--- config.mk ---
export PLATFORM = sky130hd
export DESIGN_NAME = qd_position_counter
export DESIGN_NICKNAME = d
export VERILOG_FILES = /design/src/rtl/qd_pkg.sv /design/src/rtl/qd_phase_decode.sv /design/src/rtl/qd_edge_sel.sv /design/src/rtl/qd_pos_core.sv /design/src/rtl/qd_position_counter.sv
export SDC_FILE = /design/constraint.sdc
export NUM_CORES = 1
export LEC_CHECK = 0
export CORE_UTILIZATION = 45
export DETAILED_ROUTE_END_ITERATION = 7
export DONT_BUFFER_PORTS = 1
export GPL_TIMING_DRIVEN = 0
export PLACE_DENSITY = 0.65
export SLEW_MARGIN = 15
export SYNTH_ARGS = -nofsm -noshare
export SYNTH_HDL_FRONTEND = slang
export SYNTH_SLANG_ARGS = --single-unit
export TNS_END_PERCENT = 50
--- constraint.sdc ---
create_clock -name clk -period 5.6 [get_ports clk]
set_input_delay 0.56 -clock clk [delete_from_list [all_inputs] [get_ports clk]]
set_output_delay 0.56 -clock clk [all_outputs]
set_load 0.03 [all_outputs]
--- src/rtl/qd_pkg.sv ---
package qd_pkg;
  typedef enum logic [3:0] {
    A_CFG     = 4'd0,
    A_FLAGS   = 4'd1,
    A_IRQEN   = 4'd2,
    A_WDOG    = 4'd3,
    A_POS_HI  = 4'd4,
    A_POS_LO  = 4'd5,
    A_REV     = 4'd6,
    A_HPOS_HI = 4'd7,
    A_HPOS_LO = 4'd8,
    A_HREV    = 4'd9,
    A_INIT_HI = 4'd10,
    A_INIT_LO = 4'd11,
    A_CMP_HI  = 4'd12,
    A_CMP_LO  = 4'd13,
    A_MOD_HI  = 4'd14,
    A_MOD_LO  = 4'd15
  } qd_addr_e;

  // configuration bit positions
  localparam int C_REV       = 0;
  localparam int C_SINGLE    = 1;
  localparam int C_IDX_EN    = 2;
  localparam int C_IDX_FALL  = 3;
  localparam int C_HOME_EN   = 4;
  localparam int C_HOME_FALL = 5;
  localparam int C_IDX_LOAD  = 6;
  localparam int C_HOME_LOAD = 7;
  localparam int C_MOD_EN    = 8;
  localparam int C_REV_WRAP  = 9;
  localparam int C_MATCH_RD  = 10;
  localparam int C_WDOG_EN   = 11;
  localparam int C_SW_LOAD   = 12;
  localparam int CFG_W       = 12;

  // flag bit positions
  localparam int F_HOME  = 0;
  localparam int F_IDX   = 1;
  localparam int F_WDOG  = 2;
  localparam int F_CMP   = 3;
  localparam int F_SIMUL = 4;
  localparam int F_ROVR  = 5;
  localparam int F_RUND  = 6;
  localparam int NFLAG   = 7;
endpackage

--- src/rtl/qd_phase_decode.sv ---
module qd_phase_decode (
  input  logic clk,
  input  logic rst_n,
  input  logic a,
  input  logic b,
  input  logic single_mode,
  input  logic reverse,
  output logic step_up,
  output logic step_dn,
  output logic simul
);
  logic a_q, b_q, armed_q;
  logic da, db, fire, fwd;

  always_ff @(posedge clk or negedge rst_n) begin
    if (!rst_n) begin
      a_q     <= 1'b0;
      b_q     <= 1'b0;
      armed_q <= 1'b0;
    end else begin
      a_q     <= a;
      b_q     <= b;
      armed_q <= 1'b1;
    end
  end

  always_comb begin
    da = a ^ a_q;
    db = b ^ b_q;
    if (single_mode) begin
      fire  = da & a;
      fwd   = ~b;
      simul = 1'b0;
    end else begin
      fire  = da ^ db;
      fwd   = a ^ b_q;
      simul = armed_q & da & db;
    end
    step_up = armed_q & fire & (fwd ^ reverse);
    step_dn = armed_q & fire & ~(fwd ^ reverse);
  end
endmodule

--- src/rtl/qd_edge_sel.sv ---
module qd_edge_sel (
  input  logic clk,
  input  logic rst_n,
  input  logic sig,
  input  logic enable,
  input  logic on_fall,
  output logic hit
);
  logic prev_q;

  always_ff @(posedge clk or negedge rst_n) begin
    if (!rst_n) prev_q <= 1'b0;
    else        prev_q <= sig;
  end

  assign hit = enable & (on_fall ? (prev_q & ~sig) : (~prev_q & sig));
endmodule

--- src/rtl/qd_pos_core.sv ---
module qd_pos_core #(
  parameter int POS_W = 32,
  parameter int REV_W = 16
) (
  input  logic             clk,
  input  logic             rst_n,
  input  logic             up,
  input  logic             dn,
  input  logic             load,
  input  logic [POS_W-1:0] init_val,
  input  logic [POS_W-1:0] mod_val,
  input  logic             mod_en,
  input  logic             rev_on_wrap,
  input  logic             idx_hit,
  output logic [POS_W-1:0] pos,
  output logic [REV_W-1:0] rev,
  output logic             dir_up,
  output logic             roll_over,
  output logic             roll_under
);
  logic at_mod, at_init;

  assign at_mod     = (pos == mod_val);
  assign at_init    = (pos == init_val);
  assign roll_over  = mod_en & up & ~load & at_mod;
  assign roll_under = mod_en & dn & ~load & at_init;

  always_ff @(posedge clk or negedge rst_n) begin
    if (!rst_n) begin
      pos    <= '0;
      rev    <= '0;
      dir_up <= 1'b0;
    end else begin
      if (load)            pos <= init_val;
      else if (roll_over)  pos <= init_val;
      else if (roll_under) pos <= mod_val;
      else if (up)         pos <= pos + 1'b1;
      else if (dn)         pos <= pos - 1'b1;

      if (rev_on_wrap) begin
        if (roll_over)       rev <= rev + 1'b1;
        else if (roll_under) rev <= rev - 1'b1;
      end else if (idx_hit) begin
        rev <= dir_up ? rev + 1'b1 : rev - 1'b1;
      end

      if (up)      dir_up <= 1'b1;
      else if (dn) dir_up <= 1'b0;
    end
  end

  AST_IDLE_HOLDS_POS: assert property (@(posedge clk) disable iff (!rst_n)
    (!up && !dn && !load) |=> $stable(pos));
  AST_WRAP_TO_INIT: assert property (@(posedge clk) disable iff (!rst_n)
    roll_over |=> (pos == $past(init_val)));
  AST_UNDER_TO_MOD: assert property (@(posedge clk) disable iff (!rst_n)
    roll_under |=> (pos == $past(mod_val)));
endmodule

--- src/rtl/qd_position_counter.sv ---
module qd_position_counter #(
  parameter int REG_W = 16
) (
  input  logic             clk,
  input  logic             rst_n,
  input  logic             qa,
  input  logic             qb,
  input  logic             qidx,
  input  logic             qhome,
  input  logic             reg_wr,
  input  logic             reg_rd,
  input  logic [3:0]       reg_addr,
  input  logic [REG_W-1:0] reg_wdata,
  output logic [REG_W-1:0] reg_rdata,
  output logic             pos_match,
  output logic             irq
);
  import qd_pkg::*;
  localparam int POS_W = 2 * REG_W;

  logic [CFG_W-1:0] cfg_q;
  logic [NFLAG-1:0] flags_q, irq_en_q, flag_set, flag_clr;
  logic [REG_W-1:0] wdog_lim_q, wd_cnt_q, rev, hold_rev_q;
  logic [POS_W-1:0] init_q, cmp_q, mod_q, pos, hold_pos_q;
  logic             step_up, step_dn, simul, idx_hit, home_hit;
  logic             dir_up, roll_over, roll_under;
  logic             sw_load, load, step, wd_fire, rd_pulse_q, cnt_rd;
  qd_addr_e         addr;

  assign addr = qd_addr_e'(reg_addr);

  qd_phase_decode u_phase (
    .clk(clk), .rst_n(rst_n), .a(qa), .b(qb),
    .single_mode(cfg_q[C_SINGLE]), .reverse(cfg_q[C_REV]),
    .step_up(step_up), .step_dn(step_dn), .simul(simul)
  );

  qd_edge_sel u_idx (
    .clk(clk), .rst_n(rst_n), .sig(qidx), .enable(cfg_q[C_IDX_EN]),
    .on_fall(cfg_q[C_IDX_FALL]), .hit(idx_hit)
  );

  qd_edge_sel u_home (
    .clk(clk), .rst_n(rst_n), .sig(qhome), .enable(cfg_q[C_HOME_EN]),
    .on_fall(cfg_q[C_HOME_FALL]), .hit(home_hit)
  );

  assign sw_load = reg_wr && (addr == A_CFG) && reg_wdata[C_SW_LOAD];
  assign load    = sw_load | (idx_hit & cfg_q[C_IDX_LOAD]) | (home_hit & cfg_q[C_HOME_LOAD]);

  qd_pos_core #(.POS_W(POS_W), .REV_W(REG_W)) u_core (
    .clk(clk), .rst_n(rst_n), .up(step_up), .dn(step_dn), .load(load),
    .init_val(init_q), .mod_val(mod_q), .mod_en(cfg_q[C_MOD_EN]),
    .rev_on_wrap(cfg_q[C_REV_WRAP]), .idx_hit(idx_hit),
    .pos(pos), .rev(rev), .dir_up(dir_up),
    .roll_over(roll_over), .roll_under(roll_under)
  );

  assign step    = step_up | step_dn;
  assign wd_fire = cfg_q[C_WDOG_EN] & ~step & (wdog_lim_q != '0) &
                   (wd_cnt_q == wdog_lim_q - 1'b1);
  assign cnt_rd  = reg_rd && (addr == A_POS_HI || addr == A_POS_LO || addr == A_REV);

  always_comb begin
    flag_set         = '0;
    flag_set[F_HOME] = home_hit;
    flag_set[F_IDX]  = idx_hit;
    flag_set[F_WDOG] = wd_fire;
    flag_set[F_CMP]  = (pos == cmp_q);
    flag_set[F_SIMUL]= simul;
    flag_set[F_ROVR] = roll_over;
    flag_set[F_RUND] = roll_under;
    flag_clr = (reg_wr && addr == A_FLAGS) ? reg_wdata[NFLAG-1:0] : '0;
  end

  always_ff @(posedge clk or negedge rst_n) begin
    if (!rst_n) begin
      cfg_q      <= '0;
      irq_en_q   <= '0;
      wdog_lim_q <= '0;
      init_q     <= '0;
      cmp_q      <= '1;
      mod_q      <= '0;
      flags_q    <= '0;
      hold_pos_q <= '0;
      hold_rev_q <= '0;
      wd_cnt_q   <= '0;
      rd_pulse_q <= 1'b0;
    end else begin
      flags_q    <= (flags_q & ~flag_clr) | flag_set;
      rd_pulse_q <= cnt_rd;
      if (!cfg_q[C_WDOG_EN] || step || wd_fire) wd_cnt_q <= '0;
      else                                     wd_cnt_q <= wd_cnt_q + 1'b1;
      if (reg_rd && addr == A_POS_HI) begin
        hold_pos_q <= pos;
        hold_rev_q <= rev;
      end
      if (reg_wr) begin
        case (addr)
          A_CFG:     cfg_q <= reg_wdata[CFG_W-1:0];
          A_IRQEN:   irq_en_q <= reg_wdata[NFLAG-1:0];
          A_WDOG:    wdog_lim_q <= reg_wdata;
          A_INIT_HI: init_q[POS_W-1:REG_W] <= reg_wdata;
          A_INIT_LO: init_q[REG_W-1:0] <= reg_wdata;
          A_CMP_HI:  cmp_q[POS_W-1:REG_W] <= reg_wdata;
          A_CMP_LO:  cmp_q[REG_W-1:0] <= reg_wdata;
          A_MOD_HI:  mod_q[POS_W-1:REG_W] <= reg_wdata;
          A_MOD_LO:  mod_q[REG_W-1:0] <= reg_wdata;
          default: ;
        endcase
      end
    end
  end

  always_comb begin
    case (addr)
      A_CFG:     reg_rdata = REG_W'(cfg_q);
      A_FLAGS:   reg_rdata = REG_W'({dir_up, flags_q});
      A_IRQEN:   reg_rdata = REG_W'(irq_en_q);
      A_WDOG:    reg_rdata = wdog_lim_q;
      A_POS_HI:  reg_rdata = pos[POS_W-1:REG_W];
      A_POS_LO:  reg_rdata = hold_pos_q[REG_W-1:0];
      A_REV:     reg_rdata = rev;
      A_HPOS_HI: reg_rdata = hold_pos_q[POS_W-1:REG_W];
      A_HPOS_LO: reg_rdata = hold_pos_q[REG_W-1:0];
      A_HREV:    reg_rdata = hold_rev_q;
      A_INIT_HI: reg_rdata = init_q[POS_W-1:REG_W];
      A_INIT_LO: reg_rdata = init_q[REG_W-1:0];
      A_CMP_HI:  reg_rdata = cmp_q[POS_W-1:REG_W];
      A_CMP_LO:  reg_rdata = cmp_q[REG_W-1:0];
      A_MOD_HI:  reg_rdata = mod_q[POS_W-1:REG_W];
      default:   reg_rdata = mod_q[REG_W-1:0];
    endcase
  end

  assign pos_match = cfg_q[C_MATCH_RD] ? rd_pulse_q : (pos == cmp_q);
  assign irq       = |(flags_q & irq_en_q);

  AST_SIMUL_NO_MOVE: assert property (@(posedge clk) disable iff (!rst_n)
    (simul && !load) |=> (pos == $past(pos)));
  AST_HOLD_SNAPSHOT: assert property (@(posedge clk) disable iff (!rst_n)
    (reg_rd && reg_addr == 4'd4) |=> (hold_pos_q == $past(pos)));
  AST_FLAGS_STICKY: assert property (@(posedge clk) disable iff (!rst_n)
    !(reg_wr && reg_addr == 4'd1) |=> ((flags_q & $past(flags_q)) == $past(flags_q)));
  AST_WDOG_OFF_QUIET: assert property (@(posedge clk) disable iff (!rst_n)
    !cfg_q[C_WDOG_EN] |=> !(flags_q[F_WDOG] && !$past(flags_q[F_WDOG])));
endmodule

# Yosys cells after proc, flatten, opt, wreduce, memory -nomap -nowiden
# Index checks and enable logic that the tools add are counted.
[word_totals]
regBits = 257
input_bits = 28
output_inout_bits = 18
elab_cells = 139
[classes]
n_addsub = 6
eq_ne = 20
n_mux = 21
bitwise = 43
reduce_logical = 27
[op_table]
columns = ["op", "n"]
rows = [
  ["one-hot mux 16 bit (14 select lines)", 1],
  ["two-way mux 32 bit", 5],
  ["== test 32 bit", 3],
  ["two-way mux 16 bit", 6],
  ["adder 16 x 1 -> 16 bit, second input constant", 2],
  ["adder 32 x 1 -> 32 bit, second input constant", 1],
  ["== test 4 bit, second input constant", 8],
  ["subtractor 16 x 1 -> 16 bit, second input constant", 2],
  ["subtractor 32 x 1 -> 32 bit, second input constant", 1],
  ["bitwise AND 1 bit", 23],
  ["AND reduction 2 bit", 10],
  ["== test 16 bit", 1],
  ["== test 4 x 3 -> 1 bit, second input constant", 4],
  ["nonzero test 16 bit", 1],
  ["bitwise AND 7 bit", 2],
  ["== test 4 x 2 -> 1 bit, second input constant", 2],
  ["two-way mux 1 bit", 8],
  ["inverter 1 bit", 8],
  ["two-way mux 7 bit", 1],
  ["inverter 7 bit", 1],
  ["OR 7 bit", 1],
  ["OR reduction 7 bit", 1],
  ["logical AND 1 bit", 5],
  ["nonzero test 5 bit", 1],
  ["other kinds (9)", 19],
]

# Depth between registers and ports, before layout
[depth]
depth_word = 13
mapped_depth = 16
depth_no_buf = 16

# Cells and area by module
# From an unflattened synthesis, not the netlist that was laid out.
[unflattened]
cells_unflattened = 1556
area_unflattened_um2 = 15781.4
[modules_own_cells]
columns = ["mod", "n_inst", "cells_each", "area_each_um2", "seq_area_each_um2"]
rows = [
  ["qd_position_counter", 1, 892, 10349.9, 5119.9],
  ["qd_pos_core", 1, 637, 5124.9, 1226.2],
  ["qd_phase_decode", 1, 19, 209.0, 75.1],
  ["qd_edge_sel", 2, 4, 48.8, 25.0],
]

# Least setup slack after synthesis
# No wires, ideal clock.
[synth_path]
path_kind = "input to register"
from = "input qa"
to = "register u_core.pos[30]"
setup_time_ps = 126
t_arrival_ps = 4650
required_ps = 5474
setup_slack_ps = 824
cell_stages = 15
path_buffers = 0
path_cell_list = "ha_1 > xnor3_1 > o211a_1 > o21ai_1 > inv_1 > fa_1 > nor2b_1 > o2111ai_1 > a211oi_1 > nor2_1 > o31ai_1 > a41o_1 > a221oi_1 > xnor2_1 > a221o_1"
[synth_between]
elab_cells_between_ends = 22
cone_classes = "mux (6); bitwise (15); reduce/logical (1)"
[synth_lines]
columns = ["item", "line", "text"]
rows = [
  ["start: declaration", "qd_position_counter.sv:6", "input logic qa,"],
  ["bitwise XOR 1 bit", "qd_phase_decode.sv:28", "da = a ^ a_q;"],
  ["bitwise XOR 1 bit / bitwise AND 1 bit (equally long branches)", "qd_phase_decode.sv:35, qd_phase_decode.sv:31", ""],
  ["two-way mux 1 bit", "qd_phase_decode.sv:30", "if (single_mode) begin"],
  ["bitwise AND 1 bit", "qd_phase_decode.sv:39", "step_up = armed_q & fire & (fwd ^ reverse);"],
  ["bitwise AND 1 bit (*)", "qd_phase_decode.sv:39", ""],
  ["net step_up", "qd_position_counter.sv:25", "logic step_up, step_dn, simul, idx_hit, home_hit;"],
  ["bitwise AND 1 bit (3 in series)", "qd_pos_core.sv:25", "assign roll_over = mod_en & up & ~load & at_mod;"],
  ["two-way mux 32 bit", "qd_pos_core.sv:35", "else if (roll_over) pos <= init_val;"],
  ["two-way mux 32 bit", "qd_pos_core.sv:34", "if (load) pos <= init_val;"],
  ["end signal: assignment", "qd_pos_core.sv:34", ""],
  ["end signal: assignment", "qd_pos_core.sv:35", ""],
  ["end signal: assignment", "qd_pos_core.sv:36", "else if (roll_under) pos <= mod_val;"],
  ["end: declaration", "qd_pos_core.sv:15", "output logic [POS_W-1:0] pos,"],
]
# Mark *: on every way through the listed nets, which the timed path passes. The rest lies on a longest branch.
# A chain may end at the register's enable or synchronous reset.

# Worst setup path after layout
[layout_path]
from = "register u_phase.a_q"
to = "register u_core.pos[20]"
[layout_between]
elab_cells_between_ends = 18
cone_classes = "mux (5); bitwise (12); reduce/logical (1)"
[layout_lines]
columns = ["item", "line", "text"]
rows = [
  ["start: declaration", "qd_phase_decode.sv:12", "logic a_q, b_q, armed_q;"],
  ["start signal: assignment", "qd_phase_decode.sv:17", "a_q <= 1'b0;"],
  ["start signal: assignment", "qd_phase_decode.sv:21", "a_q <= a;"],
  ["bitwise XOR 1 bit (*)", "qd_phase_decode.sv:28", ""],
  ["bitwise XOR 1 bit / bitwise AND 1 bit (equally long branches)", "qd_phase_decode.sv:35, qd_phase_decode.sv:31", ""],
  ["two-way mux 1 bit (*)", "qd_phase_decode.sv:30", ""],
  ["bitwise AND 1 bit (*) (2 in series)", "qd_phase_decode.sv:39", ""],
  ["net step_up", "qd_position_counter.sv:25", ""],
  ["bitwise AND 1 bit (3 in series)", "qd_pos_core.sv:25", ""],
  ["two-way mux 32 bit", "qd_pos_core.sv:35", ""],
  ["two-way mux 32 bit", "qd_pos_core.sv:34", ""],
]
# Marks and branches as above.

==> impl_metrics.yaml <==
power_and_ir_drop:
  p_total_mw: 9.353
  ir_drop_v: 0.0002887
  leakage_nw: 7.134
  p_per_area_mw_per_mm2: 539.1
grt:
  grt.total_usage: 0.3241
  grt_pass1_vias: 12950
  grt_overflow: 0
  grt_pass1_wl_um: 85660
  antenna_found_initial: 0
  grt_max_degree: 258
layout:
  layout.cells.non_filler: 2081
  diodes: 0
  nets: 1676
  drive_gt1_frac: 0.1788
  final_util: 0.5123
  syn2layout_area_growth_pct: 11.06
  final_cell_area_mm2: 0.01735
placed_design:
  dpl_cell_area_mm2: 0.01624
  place_congestion: 1.012
  pre_cts_ws_ns: 0.7514
  port_buffers: 0
  dp.cells: 2029
  dpl.hpwl_um: 43450
worst_setup_path:
  worstSetupStartpointType: "flop"
  critPathTopFamily: "compound AO/OA/AOI/OAI gates"
  worstPathBufferInverterCount: 2
  required_ns: 6.06
  arrival_ns: 5.25
  cp_cell_sequence: "inv_1 -> ha_1 -> xnor3_1 -> o211a_1 -> o21ai_4 -> inv_1 -> fa_1 -> nor2b_1 -> o2111ai_1 -> a211oi_1 -> nor2_1 -> o21ai_0 -> a31oi_1 -> xnor2_1 -> mux2i_1 -> a211oi_1"
  critPathKind: "flop to flop"
  critPathMaxFanout: 15
  endpoint_kind: "flop"
  crit_slowest_cell: "fa_1"
  critPathMaxStageDelay_ns: 0.44
outcome:
  outcome: "finished, violations left"
  violations: "hold timing"
logic_synthesis:
  ys_seq_elements: 257
  synth_edf_count: 0
  yosysMostFrequentCell: "dfrtp_1"
  syn_inst: 1579
  synthTopCellsByArea: "dfrtp_1 (36%), mux2_2 (13%), xnor2_1 (5.7%)"
  postSynthAreaPerCell_um2: 9.894
  synth_top_area_share: 0.3604
  yosys-top-cells-count: "dfrtp_1 (225), mux2_2 (177), nand2_1 (145)"
  async_flop_share: 1.000
  synth.distinct_cells: 69
  yosysWarnings: 0
  synthFlopType: "dfrtp_1"
  synth_fp_nets: 1644
  synth_area_mm2: 0.01562
  yosysSeqAreaShare: 0.4142
  synth_largest_area_cell: "dfrtp_1"
sta:
  fmax_mhz: 208.8
  timing.final.crit_share: 0.8554
  slew_headroom: 0.1322
  hold_viol: 225
  fin_skew_ns: 0.01111
  fin_tns_setup_ns: 0
  setup_slack_ns: 0.8100
  setup_viol: 0
  worst_slew_pin_slew_ns: 1.292
  fin_crit_ns: 4.790
  holdWs_ns: -0.3010
  rsz0062_at_grt: "false"
  report.final.slew_viol_count: 0
die:
  io_pins: 46
  core-area_mm2: 0.03387
  die_height_um: 188.3
  initial_core_util: 0.4613
  dieArea_mm2: 0.03547
  rows: 67
  die_w_um: 188.3
detailed_routing:
  num_vias: 13270
  routed_via_density: 6.375
  post_drt_wl_per_cell_um: 27.56
  routed_wl_um: 57360
  drt_pre_antenna_iters: 8
  drt_iter0_drc: 1724
  antenna_left: 0
  drc: 0
cts:
  cts_tree: "yes"
  cts_sinks: 257
  cts.path.max_buffers: 3
  htree_num_levels: 1
  cts_buffers: 28
  clk_latency_ns: 0.56
  root_buffer: "clkbuf_16"
  clk_pin_slew_ns: 0.06
hold_path:
  hold_class: "primary input to asynchronous set/reset pin"
job:
  cap_violations: 0
layer usage:
metal | vias to the layer above | part of all wire | global-route usage
met3 | 147 | 0.075 | 0.04433
met1 | 6616 | 0.41 | 0.4316
li1 | 5848 | - | -
met2 | 655 | 0.46 | 0.5254
met5 | - | 0 | 0
met4 | 0 | 0.049 | 0.1467
flip-flops by register name (all words and copies together), names as in the netlist, 7 cells and up:
register	count
cmp_q	32
hold_pos_q	32
init_q	32
mod_q	32
u_core.pos	32
hold_rev_q	16
u_core.rev	16
wd_cnt_q	16
wdog_lim_q	16
cfg_q	12
flags_q	7
irq_en_q	7
power by group:
part / switching [mW] / total (mW) / internal, mW
Combinational: 2.29 / 3.87 / 1.59
Clock: 0.824 / 2.20 / 1.37
Sequential: 0.825 / 3.28 / 2.46
Total: 3.93 / 9.35 / 5.42
final cells by class:
class,instances,area [um2]
buffer,99,416.7
fill,3158,16520
sequential,257,6471
timing repair buffer,2,35.03
tap,448,560.5
multi-input combinational,1197,8675
clock buffer,31,743.2
inverter,26,97.59
clock inverter,21,351.6
what timing repair did:
| action | 4_1_cts | 5_1_grt |
|---|---|---|
| endpoints found under the hold margin | 257 | 256 |
| gates resized for setup | 0 | 0 |
| setup buffers | 0 | 0 |
logic make-up (layout without fill, tap and decap cells):
family / count (synthesis) / after routing / synth area share
AO/OA/AOI/OAI: 336 / 336 / 0.1466
XOR/XNOR: 173 / 173 / 0.09787
adder cells (fa/ha/maj): 37 / 37 / 0.03011
buffers and inverters: 125 / 179 / 0.03292
flip-flops: 257 / 257 / 0.4142
multiplexers: 189 / 189 / 0.1353
other: 1 / 1 / 0.0002400
AND/OR/NAND/NOR: 461 / 461 / 0.1428
placed cells by master (no fill, tap or decap), drive strengths merged, types with 13 or more instances in the layout:
cell type / netlist / routed
a211oi: 19 / 19
nor3: 19 / 19
inv: 26 / 27
a31oi: 17 / 17
dfrtp: 225 / 225
dfstp: 32 / 32
nand4: 40 / 40
nor4: 25 / 25
nor2: 116 / 116
a221oi: 13 / 13
nand3: 40 / 40
a21oi: 78 / 78
ha: 36 / 36
a21o: 22 / 22
a22oi: 59 / 59
clkbuf: 82 / 113
xor2: 70 / 70
o21ai: 51 / 51
mux2: 177 / 177
nand2: 145 / 145
xnor2: 102 / 102
buf: 17 / 19
worst paths after layout:
check,startpoint,slack (ns),depth (start not counted),endpoint
min in group clk,qidx,0.03,0,u_idx.prev_q
min reg2reg,hold_pos_q[16],0.51,1,hold_pos_q[16]
min,rst_n,-0.30,0,wd_cnt_q[15]
max reg2reg,u_phase.a_q,0.81,16,u_core.pos[20]
max in group asynchronous,rst_n,5.28,0,init_q[3]
max,u_phase.a_q,0.81,16,u_core.pos[20]
Note: power is estimated with default switching activity, not from simulation.
